[src/rtl/nv_seq_pkg.sv]
package nv_seq_pkg;

   typedef enum logic [2:0] {
      PH_OFF   = 3'd0,
      PH_IDLE  = 3'd1,
      PH_ERASE = 3'd2,
      PH_PROG  = 3'd3,
      PH_CLEAR = 3'd4,
      PH_COPY  = 3'd5
   } phase_t;

   function automatic int max4(input int a, input int b, input int c, input int d);
      int m;
      m = a;
      if (b > m) m = b;
      if (c > m) m = c;
      if (d > m) m = d;
      return m;
   endfunction

endpackage

[src/rtl/nv_phase_timer.sv]
module nv_phase_timer #(
   parameter int CW = 8
) (
   input  logic          clk,
   input  logic          rst_n,
   input  logic          load,
   input  logic [CW-1:0] load_val,
   output logic          done
);

   logic [CW-1:0] cnt;

   always_ff @(posedge clk or negedge rst_n) begin
      if (!rst_n)          cnt <= '0;
      else if (load)       cnt <= load_val;
      else if (cnt != '0)  cnt <= cnt - 1'b1;
   end

   assign done = (cnt == '0);

   // counts down one step per edge unless reloaded
   p_cnt_step_r11: assert property (@(posedge clk) disable iff (!rst_n)
      (!load && cnt != '0) |=> (cnt == $past(cnt) - 1'b1));

endmodule

[src/rtl/nv_phase_fsm.sv]
module nv_phase_fsm
   import nv_seq_pkg::*;
#(
   parameter int CW              = 8,
   parameter int STO_ERASE_TICKS = 4,
   parameter int STO_PROG_TICKS  = 4,
   parameter int RCL_CLEAR_TICKS = 2,
   parameter int RCL_COPY_TICKS  = 2,
   parameter bit RECALL_FIRST    = 1'b1
) (
   input  logic          clk,
   input  logic          rst_n,
   input  logic          supply_ok,
   input  logic          store_req,
   input  logic          recall_req,
   input  logic          tmr_done,
   output logic          tmr_load,
   output logic [CW-1:0] tmr_val,
   output logic          op_erase,
   output logic          op_prog,
   output logic          op_clear,
   output logic          op_copy,
   output logic          busy,
   output logic          store_aborted,
   output phase_t        phase
);

   localparam logic [CW-1:0] ERASE_LD = CW'(STO_ERASE_TICKS - 1);
   localparam logic [CW-1:0] PROG_LD  = CW'(STO_PROG_TICKS - 1);
   localparam logic [CW-1:0] CLEAR_LD = CW'(RCL_CLEAR_TICKS - 1);
   localparam logic [CW-1:0] COPY_LD  = CW'(RCL_COPY_TICKS - 1);

   phase_t phase_nx;
   logic   idle, take_rcl, take_sto, abort_nx;

   assign idle = (phase == PH_IDLE);

   generate
      if (RECALL_FIRST) begin : g_rcl_first
         assign take_rcl = idle & recall_req;
         assign take_sto = idle & store_req & supply_ok & ~recall_req;
      end else begin : g_sto_first
         assign take_sto = idle & store_req & supply_ok;
         assign take_rcl = idle & recall_req & ~(store_req & supply_ok);
      end
   endgenerate

   always_comb begin
      phase_nx = phase;
      tmr_load = 1'b0;
      tmr_val  = '0;
      op_erase = 1'b0;
      op_prog  = 1'b0;
      op_clear = 1'b0;
      op_copy  = 1'b0;
      abort_nx = 1'b0;
      unique case (phase)
         PH_OFF: begin
            if (supply_ok) begin
               phase_nx = PH_CLEAR; tmr_load = 1'b1; tmr_val = CLEAR_LD;
            end
         end
         PH_IDLE: begin
            if (take_rcl) begin
               phase_nx = PH_CLEAR; tmr_load = 1'b1; tmr_val = CLEAR_LD;
            end else if (take_sto) begin
               phase_nx = PH_ERASE; tmr_load = 1'b1; tmr_val = ERASE_LD;
            end
         end
         PH_ERASE: begin
            if (!supply_ok) begin
               phase_nx = PH_IDLE; abort_nx = 1'b1;
            end else if (tmr_done) begin
               op_erase = 1'b1;
               phase_nx = PH_PROG; tmr_load = 1'b1; tmr_val = PROG_LD;
            end
         end
         PH_PROG: begin
            if (!supply_ok) begin
               phase_nx = PH_IDLE; abort_nx = 1'b1;
            end else if (tmr_done) begin
               op_prog  = 1'b1;
               phase_nx = PH_IDLE;
            end
         end
         PH_CLEAR: begin
            if (tmr_done) begin
               op_clear = 1'b1;
               phase_nx = PH_COPY; tmr_load = 1'b1; tmr_val = COPY_LD;
            end
         end
         PH_COPY: begin
            if (tmr_done) begin
               op_copy  = 1'b1;
               phase_nx = PH_IDLE;
            end
         end
         default: phase_nx = PH_OFF;
      endcase
   end

   always_ff @(posedge clk or negedge rst_n) begin
      if (!rst_n) begin
         phase         <= PH_OFF;
         store_aborted <= 1'b0;
      end else begin
         phase         <= phase_nx;
         store_aborted <= abort_nx;
      end
   end

   assign busy = ~idle | take_rcl | take_sto;

   p_accept_busy_r6: assert property (@(posedge clk) disable iff (!rst_n)
      (idle && busy) |=> (phase == PH_ERASE || phase == PH_CLEAR));

   p_recall_runs_r5: assert property (@(posedge clk) disable iff (!rst_n)
      (phase == PH_CLEAR || (phase == PH_COPY && !tmr_done))
      |=> (phase == PH_CLEAR || phase == PH_COPY));

   p_store_needs_supply_r4: assert property (@(posedge clk) disable iff (!rst_n)
      (idle && !supply_ok) |=> (phase != PH_ERASE));

   p_abort_single_r4: assert property (@(posedge clk) disable iff (!rst_n)
      store_aborted |=> !store_aborted);

   p_abort_cause_r4: assert property (@(posedge clk) disable iff (!rst_n)
      store_aborted |-> ($past(!supply_ok) && idle));

endmodule

[src/rtl/nv_cell_arrays.sv]
module nv_cell_arrays #(
   parameter int DEPTH  = 16,
   parameter int DATA_W = 8,
   parameter int ADDR_W = 4
) (
   input  logic              clk,
   input  logic              rst_n,
   input  logic              op_erase,
   input  logic              op_prog,
   input  logic              op_clear,
   input  logic              op_copy,
   input  logic              host_wr,
   input  logic              host_rd,
   input  logic [ADDR_W-1:0] addr,
   input  logic [DATA_W-1:0] wdata,
   output logic [DATA_W-1:0] rdata
);

   localparam logic [DATA_W-1:0] ERASED = '1;

   logic [DATA_W-1:0] sram [DEPTH];
   logic [DATA_W-1:0] shadow [DEPTH];

   always_ff @(posedge clk or negedge rst_n) begin
      if (!rst_n) begin
         for (int i = 0; i < DEPTH; i++) sram[i] <= '0;
      end else if (op_clear) begin
         for (int i = 0; i < DEPTH; i++) sram[i] <= '0;
      end else if (op_copy) begin
         for (int i = 0; i < DEPTH; i++) sram[i] <= shadow[i];
      end else if (host_wr) begin
         sram[addr] <= wdata;
      end
   end

   always_ff @(posedge clk or negedge rst_n) begin
      if (!rst_n) begin
         for (int i = 0; i < DEPTH; i++) shadow[i] <= '0;
      end else if (op_erase) begin
         for (int i = 0; i < DEPTH; i++) shadow[i] <= ERASED;
      end else if (op_prog) begin
         for (int i = 0; i < DEPTH; i++) shadow[i] <= sram[i];
      end
   end

   always_ff @(posedge clk or negedge rst_n) begin
      if (!rst_n)       rdata <= '0;
      else if (host_rd) rdata <= sram[addr];
   end

   // the shadow array only moves on erase or program
   p_shadow_kept_r2: assert property (@(posedge clk) disable iff (!rst_n)
      (!op_erase && !op_prog) |=> ($stable(shadow[0]) && $stable(shadow[DEPTH-1])));

   p_sram_kept_r3: assert property (@(posedge clk) disable iff (!rst_n)
      (!op_clear && !op_copy && !host_wr) |=> $stable(sram[0]));

endmodule

[src/rtl/nv_xfer_seq.sv]
module nv_xfer_seq
   import nv_seq_pkg::*;
#(
   parameter int DEPTH           = 16,
   parameter int DATA_W          = 8,
   parameter int STO_ERASE_TICKS = 250000,
   parameter int STO_PROG_TICKS  = 250000,
   parameter int RCL_CLEAR_TICKS = 500,
   parameter int RCL_COPY_TICKS  = 500,
   parameter bit RECALL_FIRST    = 1'b1
) (
   input  logic                     clk,
   input  logic                     rst_n,
   input  logic                     supply_ok,
   input  logic                     store_req,
   input  logic                     recall_req,
   input  logic                     ce_n,
   input  logic                     we_n,
   input  logic                     oe_n,
   input  logic [$clog2(DEPTH)-1:0] addr,
   input  logic [DATA_W-1:0]        wdata,
   output logic [DATA_W-1:0]        rdata,
   output logic                     dq_oe,
   output logic                     busy,
   output logic                     standby,
   output logic                     store_aborted
);

   localparam int ADDR_W = $clog2(DEPTH);
   localparam int MAXT   = max4(STO_ERASE_TICKS, STO_PROG_TICKS,
                                RCL_CLEAR_TICKS, RCL_COPY_TICKS);
   localparam int CW     = $clog2(MAXT + 1);

   generate
      if (DEPTH < 2 || (DEPTH & (DEPTH - 1)) != 0) begin : g_bad_depth
         $error("DEPTH must be a power of two of at least 2");
      end
      if (DATA_W < 1) begin : g_bad_width
         $error("DATA_W must be at least 1");
      end
      if (STO_ERASE_TICKS < 1 || STO_PROG_TICKS < 1 ||
          RCL_CLEAR_TICKS < 1 || RCL_COPY_TICKS < 1) begin : g_bad_ticks
         $error("every phase needs at least one tick");
      end
   endgenerate

   logic          tmr_load, tmr_done;
   logic [CW-1:0] tmr_val;
   logic          op_erase, op_prog, op_clear, op_copy;
   logic          host_wr, host_rd;
   phase_t        phase;

   nv_phase_timer #(.CW(CW)) u_timer (
      .clk      (clk),
      .rst_n    (rst_n),
      .load     (tmr_load),
      .load_val (tmr_val),
      .done     (tmr_done)
   );

   nv_phase_fsm #(
      .CW              (CW),
      .STO_ERASE_TICKS (STO_ERASE_TICKS),
      .STO_PROG_TICKS  (STO_PROG_TICKS),
      .RCL_CLEAR_TICKS (RCL_CLEAR_TICKS),
      .RCL_COPY_TICKS  (RCL_COPY_TICKS),
      .RECALL_FIRST    (RECALL_FIRST)
   ) u_fsm (
      .clk           (clk),
      .rst_n         (rst_n),
      .supply_ok     (supply_ok),
      .store_req     (store_req),
      .recall_req    (recall_req),
      .tmr_done      (tmr_done),
      .tmr_load      (tmr_load),
      .tmr_val       (tmr_val),
      .op_erase      (op_erase),
      .op_prog       (op_prog),
      .op_clear      (op_clear),
      .op_copy       (op_copy),
      .busy          (busy),
      .store_aborted (store_aborted),
      .phase         (phase)
   );

   assign host_wr = ~busy & ~ce_n & ~we_n;
   assign host_rd = ~busy & ~ce_n &  we_n;

   nv_cell_arrays #(
      .DEPTH  (DEPTH),
      .DATA_W (DATA_W),
      .ADDR_W (ADDR_W)
   ) u_arrays (
      .clk      (clk),
      .rst_n    (rst_n),
      .op_erase (op_erase),
      .op_prog  (op_prog),
      .op_clear (op_clear),
      .op_copy  (op_copy),
      .host_wr  (host_wr),
      .host_rd  (host_rd),
      .addr     (addr),
      .wdata    (wdata),
      .rdata    (rdata)
   );

   assign dq_oe   = host_rd & ~oe_n;
   assign standby = ce_n & ~busy;

   p_standby_idle_r8: assert property (@(posedge clk) disable iff (!rst_n)
      standby |-> (phase == PH_IDLE));

   p_rdata_frozen_r7: assert property (@(posedge clk) disable iff (!rst_n)
      (phase != PH_IDLE) |=> $stable(rdata));

   p_hiz_busy_r7: assert property (@(posedge clk) disable iff (!rst_n)
      (phase != PH_IDLE) |-> !dq_oe);

endmodule

[config.mk]
export PLATFORM = sky130hd
export DESIGN_NAME = nv_xfer_seq
export DESIGN_NICKNAME = d
export VERILOG_FILES = /design/src/rtl/nv_seq_pkg.sv /design/src/rtl/nv_phase_timer.sv /design/src/rtl/nv_phase_fsm.sv /design/src/rtl/nv_cell_arrays.sv /design/src/rtl/nv_xfer_seq.sv
export SDC_FILE = /design/constraint.sdc
export NUM_CORES = 1
export LEC_CHECK = 0
export BUFFER_PORTS_ARGS = -buffer_cell sky130_fd_sc_hd__clkbuf_2
export CAP_MARGIN = 0
export CORE_MARGIN = 2
export CORE_UTILIZATION = 54
export CTS_BUF_LIST = sky130_fd_sc_hd__clkbuf_4
export CTS_CLUSTER_DIAMETER = 100
export DETAILED_ROUTE_END_ITERATION = 8
export PLACE_DENSITY = 0.68
export SLEW_MARGIN = 20
export SYNTH_ARGS = -nofsm -noshare
export SYNTH_HDL_FRONTEND = slang
export SYNTH_SLANG_ARGS = --single-unit
[constraint.sdc]
create_clock -name clk -period 2.46 [get_ports clk]
set_input_delay 0.246 -clock clk [delete_from_list [all_inputs] [get_ports clk]]
set_output_delay 0.246 -clock clk [all_outputs]
set_load 0.02 [all_outputs]
==> results of run 1 <==
worst max-delay path, stage by stage (launching register included):
cell      delay, ns
dfrtp_4        0.43
nor3b_4        0.22
buf_6          0.14
nand4b_1       0.15
buf_4          0.21
nor2_1         0.08
clkbuf_2       0.17
state kept, by name, indices dropped and copies added, names as in the netlist:
register,cells
u_arrays.rdata,8
u_arrays.shadow,128
u_arrays.sram,128
u_fsm.phase,3
u_fsm.store_aborted,1
u_timer.cnt,18
layer usage:
metal  share of wire [%]  wire length [um]  vias to the layer above  GRT usage (%)
met5                   0                 0                        -              0
met4                 2.3               817                        0           9.25
met3                 5.0              1780                       76           4.57
met2                  46             16400                      356           42.6
met1                  46             16300                     5548           38.4
li1                    -                 -                     5093              -
placed cells by master (no fill, tap or decap), types with 8 or more instances in the layout:
cell type / netlist / routed
dfrtp_1: 286 / 283
nor2_1: 150 / 149
nand3_1: 139 / 139
inv_1: 131 / 131
mux2i_1: 129 / 129
a31oi_1: 128 / 128
o21ai_0: 116 / 114
clkbuf_4: 0 / 112
buf_4: 13 / 45
nand2_1: 37 / 37
o21ai_1: 33 / 34
mux4_2: 32 / 32
clkbuf_2: 10 / 30
buf_12: 0 / 20
clkinv_1: 0 / 15
nand4_1: 11 / 11
xnor2_1: 9 / 9
a221oi_1: 8 / 8
timing repair:
action	4_1_cts	5_1_grt
endpoints found under the hold margin	290	0
buffers inserted	3	10
endpoints found under the setup margin	1	115
gates resized for setup	5	7
pin swaps	1	1
hold buffers	5	0
worst paths after layout:
kind	slack, ns	start	cells after the start	endpoint
max in group asynchronous	1.75	rst_n	3	u_arrays.shadow[57]
min	0.09	rst_n	3	u_timer.cnt[13]
min in group clk	0.11	wdata[7]	3	u_arrays.sram[87]
min reg2reg	0.48	u_arrays.rdata[3]	2	u_arrays.rdata[3]
max reg2reg	0.14	u_timer.cnt[10]	6	u_arrays.sram[126]
max	0.09	u_fsm.phase[0]	6	dq_oe
stage by stage:
step / util [%] / instance area (um2) / hold slack, ns / instances
after floorplan: - / 13900 / -0.0496 / 1399
after global placement: 58.0 / 14600 / 0.128 / 1696
after detailed placement: 58.0 / 14600 / 0.127 / 1696
after CTS: 62.3 / 15700 / 0.0552 / 1842
after global routing: 62.7 / 15800 / 0.106 / 1854
final: 62.7 / 15800 / 0.0911 / 1854
layout make-up:
cell class,instances,area [um2],area share [%]
Clock buffer,112,841,5.31
Clock inverter,26,150,0.948
Timing Repair Buffer,103,993,6.27
Sequential cell,286,7160,45.2
Multi-Input combinational cell,864,5780,36.5
Inverter,131,492,3.10
Tap cell,330,413,2.61
Antenna cell,2,5.00,0.0316
cell families (layout without fill, tap and decap cells):
kind of cell               count (synthesis)  count (layout)  synth area share, %
muxes                                    161             161                 14.4
AOI/OAI and AO/OA                        303             303                 12.6
DFF                                      286             286                 51.3
and+or+nand+nor                          385             385                 13.2
xor gates and xnor gates                  14              14                0.879
other                                      0               2                    0
adders and majority gates                  1               1               0.0897
buffers and inverters                    249             372                 7.52
power groups by stage:
stage | Sequential (mW) | Combinational (mW) | Clock, mW
final | 5.49 | 1.75 | 4.26
after global routing | 5.54 | 1.95 | 4.61
after CTS | 5.48 | 1.73 | 4.36
after detailed placement | 5.56 | 1.70 | 0
after global placement | 5.55 | 1.65 | 0
after floorplan | 5.46 | 1.22 | 0
==> key figures, run 1 <==
Status
  – Run status: finished, final reports clean

Logic synthesis
  – Biggest area consumer among synthesized cells: dfrtp_1
  – Proportion of register bits with asynchronous set or reset after synthesis: between 90% and 100%
  – Commonest cells in the netlist: dfrtp_1, nor2_1, nand3_1
  – Synthesized flop and latch total: ~290
  – Number of flops mapped to enable cells by yosys: 0
  – Sequential cell area fraction in the yosys report: 51.3%
  – Most numerous cell in the Yosys netlist: dfrtp_1
  – Average cell area after synthesis: between 9 and 10 um2
  – Count of distinct cell types in the synthesized netlist: 49
  – Post-Synthesis Cell Area: 13900 um2
  – Gate count after technology mapping: 1399
  – Main synth FF type: dfrtp_1
  – Area share of the leading cell type in the synthesized netlist: roughly half
  – Net count after synthesis: between 1000 and 1500
  – Warnings, synthesis: 0
  – Top cells by area in the synthesized netlist: dfrtp_1, mux2i_1, a31oi_1, mux4_2, nand3_1

Power
  – Fraction of power consumed by the clock network: between 30% and 40%
  – Switching Share: 30.2%
  – Logic pwr share: 15.2%
  – Switch Pwr: 3.47 mW
  – Leakage power of the design: 8.17 nW
  – Peak supply drop: 537 uV
  – Ratio of total power to cell area: between 700 and 800 nW/um2
  – Sequential cell fraction of total power: between 40% and 50%
  – P_int: roughly 8 mW
  – Final total power: roughly 11 mW

Timing
  – Rel. slew slack: between 15 and 20%
  – Share of the clock period used by the worst path: a little over nine tenths
  – Crit path setup slack, layout: 0.0850 ns
  – Fmax: roughly 0.42 GHz
  – Sum of negative setup slack: 0 ns
  – Pins Over Slew Limit: 0
  – Total setup violations reported at the end of the flow: 0
  – Min cycle time layout: between 2 and 2.5 ns
  – Worst clock skew on the final layout: 0.0520 ns
  – Worst slew pin tran: between 1 and 1.5 ns
  – Number of hold-slack violations in the final timing report: 0

Route
  – Routed vias/inst: around 6
  – Iteration-0 DRC Markers: around 1200
  – Number of vias in the routed layout: between 10000 and 15000
  – Routed length per placed instance: between 15 and 20 um
  – Total length of routed wires: roughly 35000 um
  – Residual antenna-violating net count after detailed routing: 0
  – Remaining routing DRC violations: 0
  – First drt pass iteration count: 7

Placement
  – Routability cong.: 0.788
  – Worst slack, placed: 0.123 ns
  – Post-DP HPWL: 20500 um
  – Number of buffers inserted by port buffering: 31

GRT
  – Initial antenna violation count: 1
  – Global-route wire length before repair: 58000 um
  – Overflow after GRT: 0
  – Largest net degree at the start of global routing: 260
  – GRT Util Overall: between 20% and 30%
  – Via count of the first global-routing pass: roughly 11000

Flow run
  – Max-cap violation count: 0

CTS
  – Number of sinks driven by the clock tree: 286
  – Reg clk slew, reported paths: roughly 0.06 ns
  – Worst skew pair latency: 0.72 ns
  – Clock tree from TritonCTS: done
  – CTS max path bufs: 3
  – Cts bufs inserted: between 70 and 80
  – Root Buffer Master: clkbuf_4
  – # H-tree levels: 3

Cells and area
  – Area growth from synthesis to final layout: 13.6%
  – Share of final-layout standard cells stronger than drive strength 1: 17.9%
  – Filler instances: 2150
  – Number of nets in the finished design: around 1500

Hold path
  – Hold crit path type: in2async

Worst setup path
  – Startpoint-to-endpoint class of the critical path: reg2out
  – Arrival time at the worst endpoint: 2.13 ns
  – Capturing element type of the critical path: output pin
  – Kind of start point of the critical path: flip-flop
  – Maximum fanout along the worst path: 9
  – Critical path data required time: roughly 2.2 ns

Die
  – Floorplan die area: 27100 um2
  – Initial core utilization: 55.2%
  – # IOs: 32
  – Floorplan die width: about 160 um
  – Chip Height: ~160 um
  – Std-Cell Rows: 58
  – Area of the core: around 25000 um2
Power figures use the tool's default switching activity.
==> inputs of run 2 (changes only) <==
--- a/config.mk
+++ b/config.mk
@@ -5,6 +5,7 @@
 export SDC_FILE = /design/constraint.sdc
 export NUM_CORES = 1
 export LEC_CHECK = 0
+export ABC_AREA = 1
 export BUFFER_PORTS_ARGS = -buffer_cell sky130_fd_sc_hd__clkbuf_2
 export CAP_MARGIN = 0
 export CORE_MARGIN = 2
@@ -12,7 +13,7 @@
 export CTS_BUF_LIST = sky130_fd_sc_hd__clkbuf_4
 export CTS_CLUSTER_DIAMETER = 100
 export DETAILED_ROUTE_END_ITERATION = 8
-export PLACE_DENSITY = 0.68
+export PLACE_DENSITY = 0.7
 export SLEW_MARGIN = 20
 export SYNTH_ARGS = -nofsm -noshare
 export SYNTH_HDL_FRONTEND = slang
==> key figures, run 2 <==
Status
  – Run status: finished, final reports clean

Logic synthesis
  – Area share of the leading cell type in the synthesized netlist: 50.0% (-1.3 points)
  – Net count after synthesis: 1871 (+32%)
  – Post-Synthesis Cell Area: 14300 um2 (+2.5%)
  – Commonest cells in the netlist: nand2_1, dfrtp_1, inv_1
  – Dominant combinational cell family by area after synthesis: simple AND/OR/NAND/NOR gates
  – Main synth FF type: dfrtp_1
  – Synthesized-area fraction occupied by adder cells: 0.0875% (-0.0022 points)
  – Proportion of register bits with asynchronous set or reset after synthesis: 100% (unchanged)
  – Xor/xnor cell area share of the yosys netlist: 0.796% (-0.083 points)
  – Biggest area consumer among synthesized cells: dfrtp_1
  – Number of flops mapped to enable cells by yosys: 0 (unchanged)
  – Average cell area after synthesis: 7.73 um2 (-22%)
  – Synthesized flop and latch total: 286 (unchanged)
  – Most numerous cell in the Yosys netlist: nand2_1
  – Post-synthesis simple-gate area fraction: 30.2% (+17 points)
  – Gate count after technology mapping: 1850 (+32%)
  – Count of distinct cell types in the synthesized netlist: 37 (-24%)
  – Top cells by area in the synthesized netlist: dfrtp_1, nand2_1, o22ai_1, inv_1, a22oi_1
  – Proportion of synthesized area in mux cells: 0% (-14 points)
  – Area fraction in compound gates after synthesis: 11.4% (-1.2 points)
  – Sequential cell area fraction in the yosys report: 50.0% (-1.3 points)
  – Warnings, synthesis: 0 (unchanged)

Route
  – Routed length per placed instance: 17.7 um (-7.2%)
  – Iteration-0 DRC Markers: 1359 (+15%)
  – Residual antenna-violating net count after detailed routing: 0 (unchanged)
  – Total length of routed wires: 41200 um (+17%)
  – First drt pass iteration count: 6 (-1)
  – Routed vias/inst: 5.55 (-7.0%)
  – Number of vias in the routed layout: 12900 (+17%)
  – Remaining routing DRC violations: 0 (unchanged)

Timing
  – Worst slew pin tran: 0.735 ns (-0.494 ns)
  – Share of the clock period used by the worst path: 99.8% (+3.3 points)
  – Total setup violations reported at the end of the flow: 0 (unchanged)
  – Rel. slew slack: 51.0% (+33 points)
  – Sum of negative setup slack: 0 ns (unchanged)
  – Number of hold-slack violations in the final timing report: 0 (unchanged)
  – Worst clock skew on the final layout: 0.0427 ns (-0.00931 ns)
  – Hold slack final: 0.0551 ns (-0.0360 ns)
  – Unrepaired setup endpoints after global routing: yes
  – Fmax: 0.407 GHz (-3.3%)
  – Pins Over Slew Limit: 0 (unchanged)
  – Min cycle time layout: 2.46 ns (+0.0808 ns)

GRT
  – Global-route wire length before repair: 67000 um (+16%)
  – Met3 routing resource usage after global routing: 5.04% (+0.47 points)
  – GRT Util Overall: 30.1% (+3.0 points)
  – Most utilized layer in the global route result: met2
  – Met2 track demand over resource: 47.4% (+4.7 points)
  – Initial antenna violation count: 1 (unchanged)
  – Via count of the first global-routing pass: 12800 (+18%)
  – Largest net degree at the start of global routing: 70 (-73%)
  – Overflow after GRT: 0 (unchanged)
  – GR Layer Usage met1: 41.6% (+3.3 points)

Die
  – Std-Cell Rows: 59 (+1.7%)
  – Initial core utilization: 54.9% (-0.35 points)
  – Floorplan die area: 27800 um2 (+2.5%)
  – Area of the core: 26100 um2 (+3.2%)
  – Chip Height: 167 um (+1.2%)
  – Floorplan die width: 167 um (+1.2%)
  – # IOs: 32 (unchanged)

Cells and area
  – Number of nets in the finished design: 1968 (+33%)
  – Regs by FF count: u_arrays.shadow (128), u_arrays.sram (128), u_timer.cnt (18)
  – Share of final-layout standard cells stronger than drive strength 1: 14.4% (-3.4 points)
  – Most common library cell in the layout ignoring fill and taps: nand2_1
  – Area growth from synthesis to final layout: 13.9%
  – Leading cell types in the layout, fill and taps excluded: nand2_1, dfrtp_1, inv_1
  – Core occupancy in the finished layout: 62.5% (-0.20 points)

Worst setup path
  – Critical path data required time: 2.21 ns (about the same)
  – Register-to-register setup slack: 0.13 ns (about the same)
  – Kind of start point of the critical path: flip-flop
  – FF-to-FF Start: u_timer.cnt[0]
  – Startpoint-to-endpoint class of the critical path: reg2out
  – Capturing element type of the critical path: output pin
  – R2R Path End: u_arrays.shadow[8]
  – Arrival time at the worst endpoint: 2.21 ns (+0.08 ns)
  – Worst-case reg-to-reg path depth: 11 (+5)
  – Maximum fanout along the worst path: 2 (-7)

Hold path
  – Hold crit path type: in2reg
  – Endpoint of the worst hold path: u_arrays.rdata[7]
  – Hold Path Cell Cnt: 5
  – Beginning of the worst hold path: ce_n

CTS
  – Cts bufs inserted: 77 (-1.3%)
  – CTS max path bufs: 3 (unchanged)
  – Clock tree from TritonCTS: done
  – Reg clk slew, reported paths: 0.07 ns (about the same)
  – Worst skew pair latency: 0.70 ns (-0.02 ns)
  – # H-tree levels: 3 (unchanged)
  – Number of sinks driven by the clock tree: 286 (unchanged)
  – Root Buffer Master: clkbuf_4

Power
  – Leakage power of the design: 8.47 nW (+3.7%)
  – Final total power: 9.72 mW (-15%)
  – Peak supply drop: 342 uV (-36%)
  – Ratio of total power to cell area: 597 nW/um2 (-18%)

Placement
  – Post-DP HPWL: 25100 um (+22%)
  – Number of buffers inserted by port buffering: 31 (unchanged)
  – Routability cong.: 0.867 (+9.9%)

Flow run
  – Max-cap violation count: 0 (unchanged)
run 2: worst max-delay path by stage:
stage / startpoint / end / slack (ns) / depth (start not counted)
after floorplan: u_fsm.phase[2] / dq_oe / 0.50 / 7
after global placement: u_timer.cnt[0] / u_arrays.sram[64] / 0.17 / 13
after detailed placement: u_timer.cnt[0] / u_arrays.sram[68] / 0.08 / 13
after CTS: u_fsm.phase[2] / dq_oe / -0.009 / 8
after global routing: u_fsm.phase[1] / dq_oe / -0.07 / 8
final: u_fsm.phase[1] / dq_oe / 0.004 / 8
run 2: per-stage QoR:
step           instances  cell area (um2)  setup WS, ns
3_3_place_gp        2180            15100         0.169
2_1_floorplan       1850            14300         0.504
5_1_grt             2331            16300       -0.0735
4_1_cts             2325            16200      -0.00877
6_report            2331            16300       0.00428
3_5_place_dp        2180            15100        0.0769
run 2: logic make-up (layout without fill, tap and decap cells):
kind of cell	count (synthesis)	after routing
AOI/OAI and AO/OA	225	225
xor gates and xnor gates	13	13
DFF	286	286
buffers and inverters	250	395
and+or+nand+nor	1075	1075
other	0	1
adders and majority gates	1	1
run 2: layer usage:
metal	vias to the layer above	wire length [um]
met5	-	0
met4	0	1540
met3	127	2950
met2	555	18800
met1	6162	18000
li1	6102	-
run 2: where the power goes:
part | switching, mW | internal (mW) | total, mW | leakage (nW)
Combinational | 0.418 | 0.177 | 0.595 | 4.92
Sequential | 0.0585 | 4.81 | 4.87 | 2.98
Clock | 1.97 | 2.29 | 4.26 | 0.572
Total | 2.45 | 7.28 | 9.72 | 8.47
run 2: final cells by class:
type | instances | area, um2
fillers | 2284 | 9770
diodes | 1 | 2.50
flip-flops and latches | 286 | 7160
well taps | 335 | 419
multi-input cells | 1314 | 6120
inverters | 166 | 629
repair buffers | 102 | 1010
clock inverters | 14 | 105
clock buffers | 113 | 848
run 2: what timing repair did:
action / 4_1_cts / 5_1_grt
pin swaps: 2 / 7
buffers inserted: 16 / 6
gates cloned: 0 / 1
hold endpoints to repair: 178 / 0
setup endpoints to repair: 1 / 26
gates resized for setup: 5 / 11
hold buffers: 2 / 0
run 2: worst max-delay path, stage by stage, from the launching register on:
cell and delay, ns:
dfrtp_1 0.39, nor2_2 0.13, nand3b_1 0.14, nor2_2 0.18, inv_2 0.09, nor3_4 0.25
clkinv_2 0.13, nor2_2 0.11, buf_6 0.12
==> inputs of run 3 (changes only) <==
--- a/config.mk
+++ b/config.mk
@@ -6,15 +6,16 @@
 export NUM_CORES = 1
 export LEC_CHECK = 0
 export ABC_AREA = 1
-export BUFFER_PORTS_ARGS = -buffer_cell sky130_fd_sc_hd__clkbuf_2
+export BUFFER_PORTS_ARGS = -buffer_cell sky130_fd_sc_hd__buf_4
 export CAP_MARGIN = 0
+export CELL_PAD_IN_SITES_DETAIL_PLACEMENT = 1
+export CELL_PAD_IN_SITES_GLOBAL_PLACEMENT = 1
 export CORE_MARGIN = 2
-export CORE_UTILIZATION = 54
+export CORE_UTILIZATION = 49
 export CTS_BUF_LIST = sky130_fd_sc_hd__clkbuf_4
 export CTS_CLUSTER_DIAMETER = 100
 export DETAILED_ROUTE_END_ITERATION = 8
-export PLACE_DENSITY = 0.7
-export SLEW_MARGIN = 20
+export PLACE_DENSITY_LB_ADDON = 0.1
 export SYNTH_ARGS = -nofsm -noshare
 export SYNTH_HDL_FRONTEND = slang
 export SYNTH_SLANG_ARGS = --single-unit
==> key figures, run 3 (synthesis results as in run 2) <==
Power
  – Leakage power of the design: 8.56 nW (+1.1%)
  – Switch Pwr: 2.64 mW (+7.7%)
  – Fraction of power consumed by the clock network: 44.9% (+1.1 points)
  – Ratio of total power to cell area: 603 nW/um2 (+0.99%)
  – Logic pwr share: 6.4% (+0.3 points)
  – Final total power: 10.0 mW (+2.9%)
  – Switching Share: 26.4% (+1.2 points)
  – Peak supply drop: 450 uV (+32%)
  – Sequential cell fraction of total power: 48.7% (-1.4 points)
  – P_int: 7.37 mW (+1.3%)

Timing
  – Worst slew pin tran: 0.748 ns (+0.0136 ns)
  – Sum of negative setup slack: 0 ns (unchanged)
  – Min cycle time layout: 2.43 ns (-0.0240 ns)
  – Worst clock skew on the final layout: 0.0631 ns (+0.0204 ns)
  – Number of hold-slack violations in the final timing report: 0 (unchanged)
  – Crit path setup slack, layout: 0.0283 ns (+0.0240 ns)
  – Fmax: 0.411 GHz (+0.99%)
  – Hold slack final: 0.0541 ns (-0.000938 ns)
  – Pins Over Slew Limit: 0 (unchanged)
  – Rel. slew slack: 50.1% (-0.91 points)
  – Share of the clock period used by the worst path: 98.8% (-0.98 points)
  – Unrepaired setup endpoints after global routing: yes
  – Total setup violations reported at the end of the flow: 0 (unchanged)

Route
  – Number of vias in the routed layout: 13400 (+3.6%)
  – Remaining routing DRC violations: 0 (unchanged)
  – First drt pass iteration count: 5 (-1)
  – Routed vias/inst: 5.58 (+0.45%)
  – Total length of routed wires: 48400 um (+17%)
  – Routed length per placed instance: 20.1 um (+14%)
  – Iteration-0 DRC Markers: 883 (-35%)
  – Residual antenna-violating net count after detailed routing: 0 (unchanged)

Die
  – Area of the core: 28700 um2 (+10%)
  – Chip Height: 175 um (+4.9%)
  – Initial core utilization: 49.8% (-5.1 points)
  – # IOs: 32 (unchanged)
  – Floorplan die area: 30600 um2 (+10%)
  – Floorplan die width: 175 um (+4.9%)
  – Std-Cell Rows: 62 (+5.1%)

GRT
  – Overflow after GRT: 0 (unchanged)
  – GRT Util Overall: 32.8% (+2.7 points)
  – Initial antenna violation count: 2 (+1)
  – Via count of the first global-routing pass: 14500 (+13%)
  – Global-route wire length before repair: 78800 um (+18%)
  – Largest net degree at the start of global routing: 129 (+84%)

Cells and area
  – Most common library cell in the layout ignoring fill and taps: nand2_1
  – Share of final-layout standard cells stronger than drive strength 1: 14.7% (+0.23 points)
  – Number of nets in the finished design: 1981 (+0.66%)
  – Leading cell types in the layout, fill and taps excluded: nand2_1, dfrtp_1, inv_1
  – Sequential cell area in the final layout: 7160 um2 (about the same)
  – Final std cells w/o fill: 2403 (+3.1%)
  – Regs by FF count: u_arrays.shadow (128), u_arrays.sram (128), u_timer.cnt (18)
  – Area growth from synthesis to final layout: 16.1%
  – Filler instances: 3574 (+56%)
  – Area of the multi-input gates: 6180 um2 (+0.92%)

Worst setup path
  – Critical path data required time: 2.21 ns (about the same)
  – Kind of start point of the critical path: flip-flop
  – Startpoint-to-endpoint class of the critical path: reg2out
  – Capturing element type of the critical path: output pin
  – Maximum fanout along the worst path: 2 (unchanged)
  – Arrival time at the worst endpoint: 2.19 ns (-0.02 ns)

CTS
  – CTS max path bufs: 3 (unchanged)
  – Worst skew pair latency: 0.76 ns (+0.06 ns)
  – Number of sinks driven by the clock tree: 286 (unchanged)
  – Root Buffer Master: clkbuf_4
  – Clock tree from TritonCTS: done
  – Cts bufs inserted: 80 (+3.9%)
  – # H-tree levels: 3 (unchanged)
  – Reg clk slew, reported paths: 0.08 ns (about the same)

Placement
  – Placed Instances: 2222 (+1.9%)
  – Routability cong.: 0.831 (-4.1%)
  – Number of buffers inserted by port buffering: 31 (unchanged)
  – Worst slack, placed: 0.118 ns (+0.0408 ns)
  – Post-DP HPWL: 29000 um (+16%)

Hold path
  – Hold crit path type: in2async

Flow run
  – Max-cap violation count: 0 (unchanged)

Status
  – Run status: finished, final reports clean
==> run 3: timing repair <==
action                                  in CTS  in global routing
cloned                                       0                  0
pin swaps                                    3                  8
endpoints found under the setup margin       1                116
buffers inserted                            21                 10
resized for setup                            8                 18
hold buffers                                12                  0
endpoints found under the hold margin      349                  0
==> run 3: path summary, 6_finish.rpt <==
check	from	to	slack, ns	cells after the start
setup / recovery	u_fsm.phase[1]	dq_oe	0.03	9
max in group asynchronous	rst_n	u_arrays.shadow[109]	1.58	3
setup reg to reg	u_timer.cnt[0]	u_arrays.shadow[34]	0.04	10
hold reg to reg	u_arrays.rdata[0]	u_arrays.rdata[0]	0.49	2
min in group clk	store_req	u_timer.cnt[5]	0.18	8
hold / removal	rst_n	u_arrays.sram[8]	0.05	2
==> run 3: final cells by class <==
type | instances | share of cell area [%]
Multi-Input combinational cell | 1314 | 37.2
Antenna cell | 1 | 0.0151
Timing Repair Buffer | 112 | 6.85
Clock buffer | 123 | 5.56
Sequential cell | 286 | 43.1
Clock inverter | 17 | 0.543
Inverter | 166 | 3.80
Tap cell | 384 | 2.89
==> run 3: worst max-delay path: stages, from the launching register on <==
cell,delay [ns]
dfrtp_1,0.40
nor2_2,0.15
nand3b_1,0.14
nor2_2,0.14
inv_2,0.08
nor3_4,0.13
buf_6,0.16
inv_4,0.04
nor2_4,0.09
buf_6,0.11
==> run 3: power by group through the flow <==
stage / clock (mW) / combinational [mW] / sequential (mW)
2_1_floorplan: 0 / 0.302 / 4.94
3_3_place_gp: 0 / 0.600 / 4.95
3_5_place_dp: 0 / 0.619 / 4.95
4_1_cts: 4.57 / 0.638 / 4.87
5_1_grt: 4.86 / 0.712 / 4.88
6_report: 4.49 / 0.645 / 4.87
==> run 3: stage by stage <==
| stage | instance area [um2] | utilization [%] |
|---|---|---|
| 6_report | 16600 | 57.8 |
| 5_1_grt | 16600 | 57.8 |
| 4_1_cts | 16500 | 57.4 |
| 3_5_place_dp | 15100 | 52.8 |
| 3_3_place_gp | 15100 | 52.8 |
| 2_1_floorplan | 14300 | - |
==> run 3: layer usage <==
layer	vias to the layer above	share of wire, %	wire (um)	global-route usage (%)
met5	-	0.027	13	0
met4	2	4.1	1970	15.5
met3	144	5.6	2690	6.88
met2	389	47	22900	53.0
met1	6752	43	20800	42.3
li1	6119	-	-	-
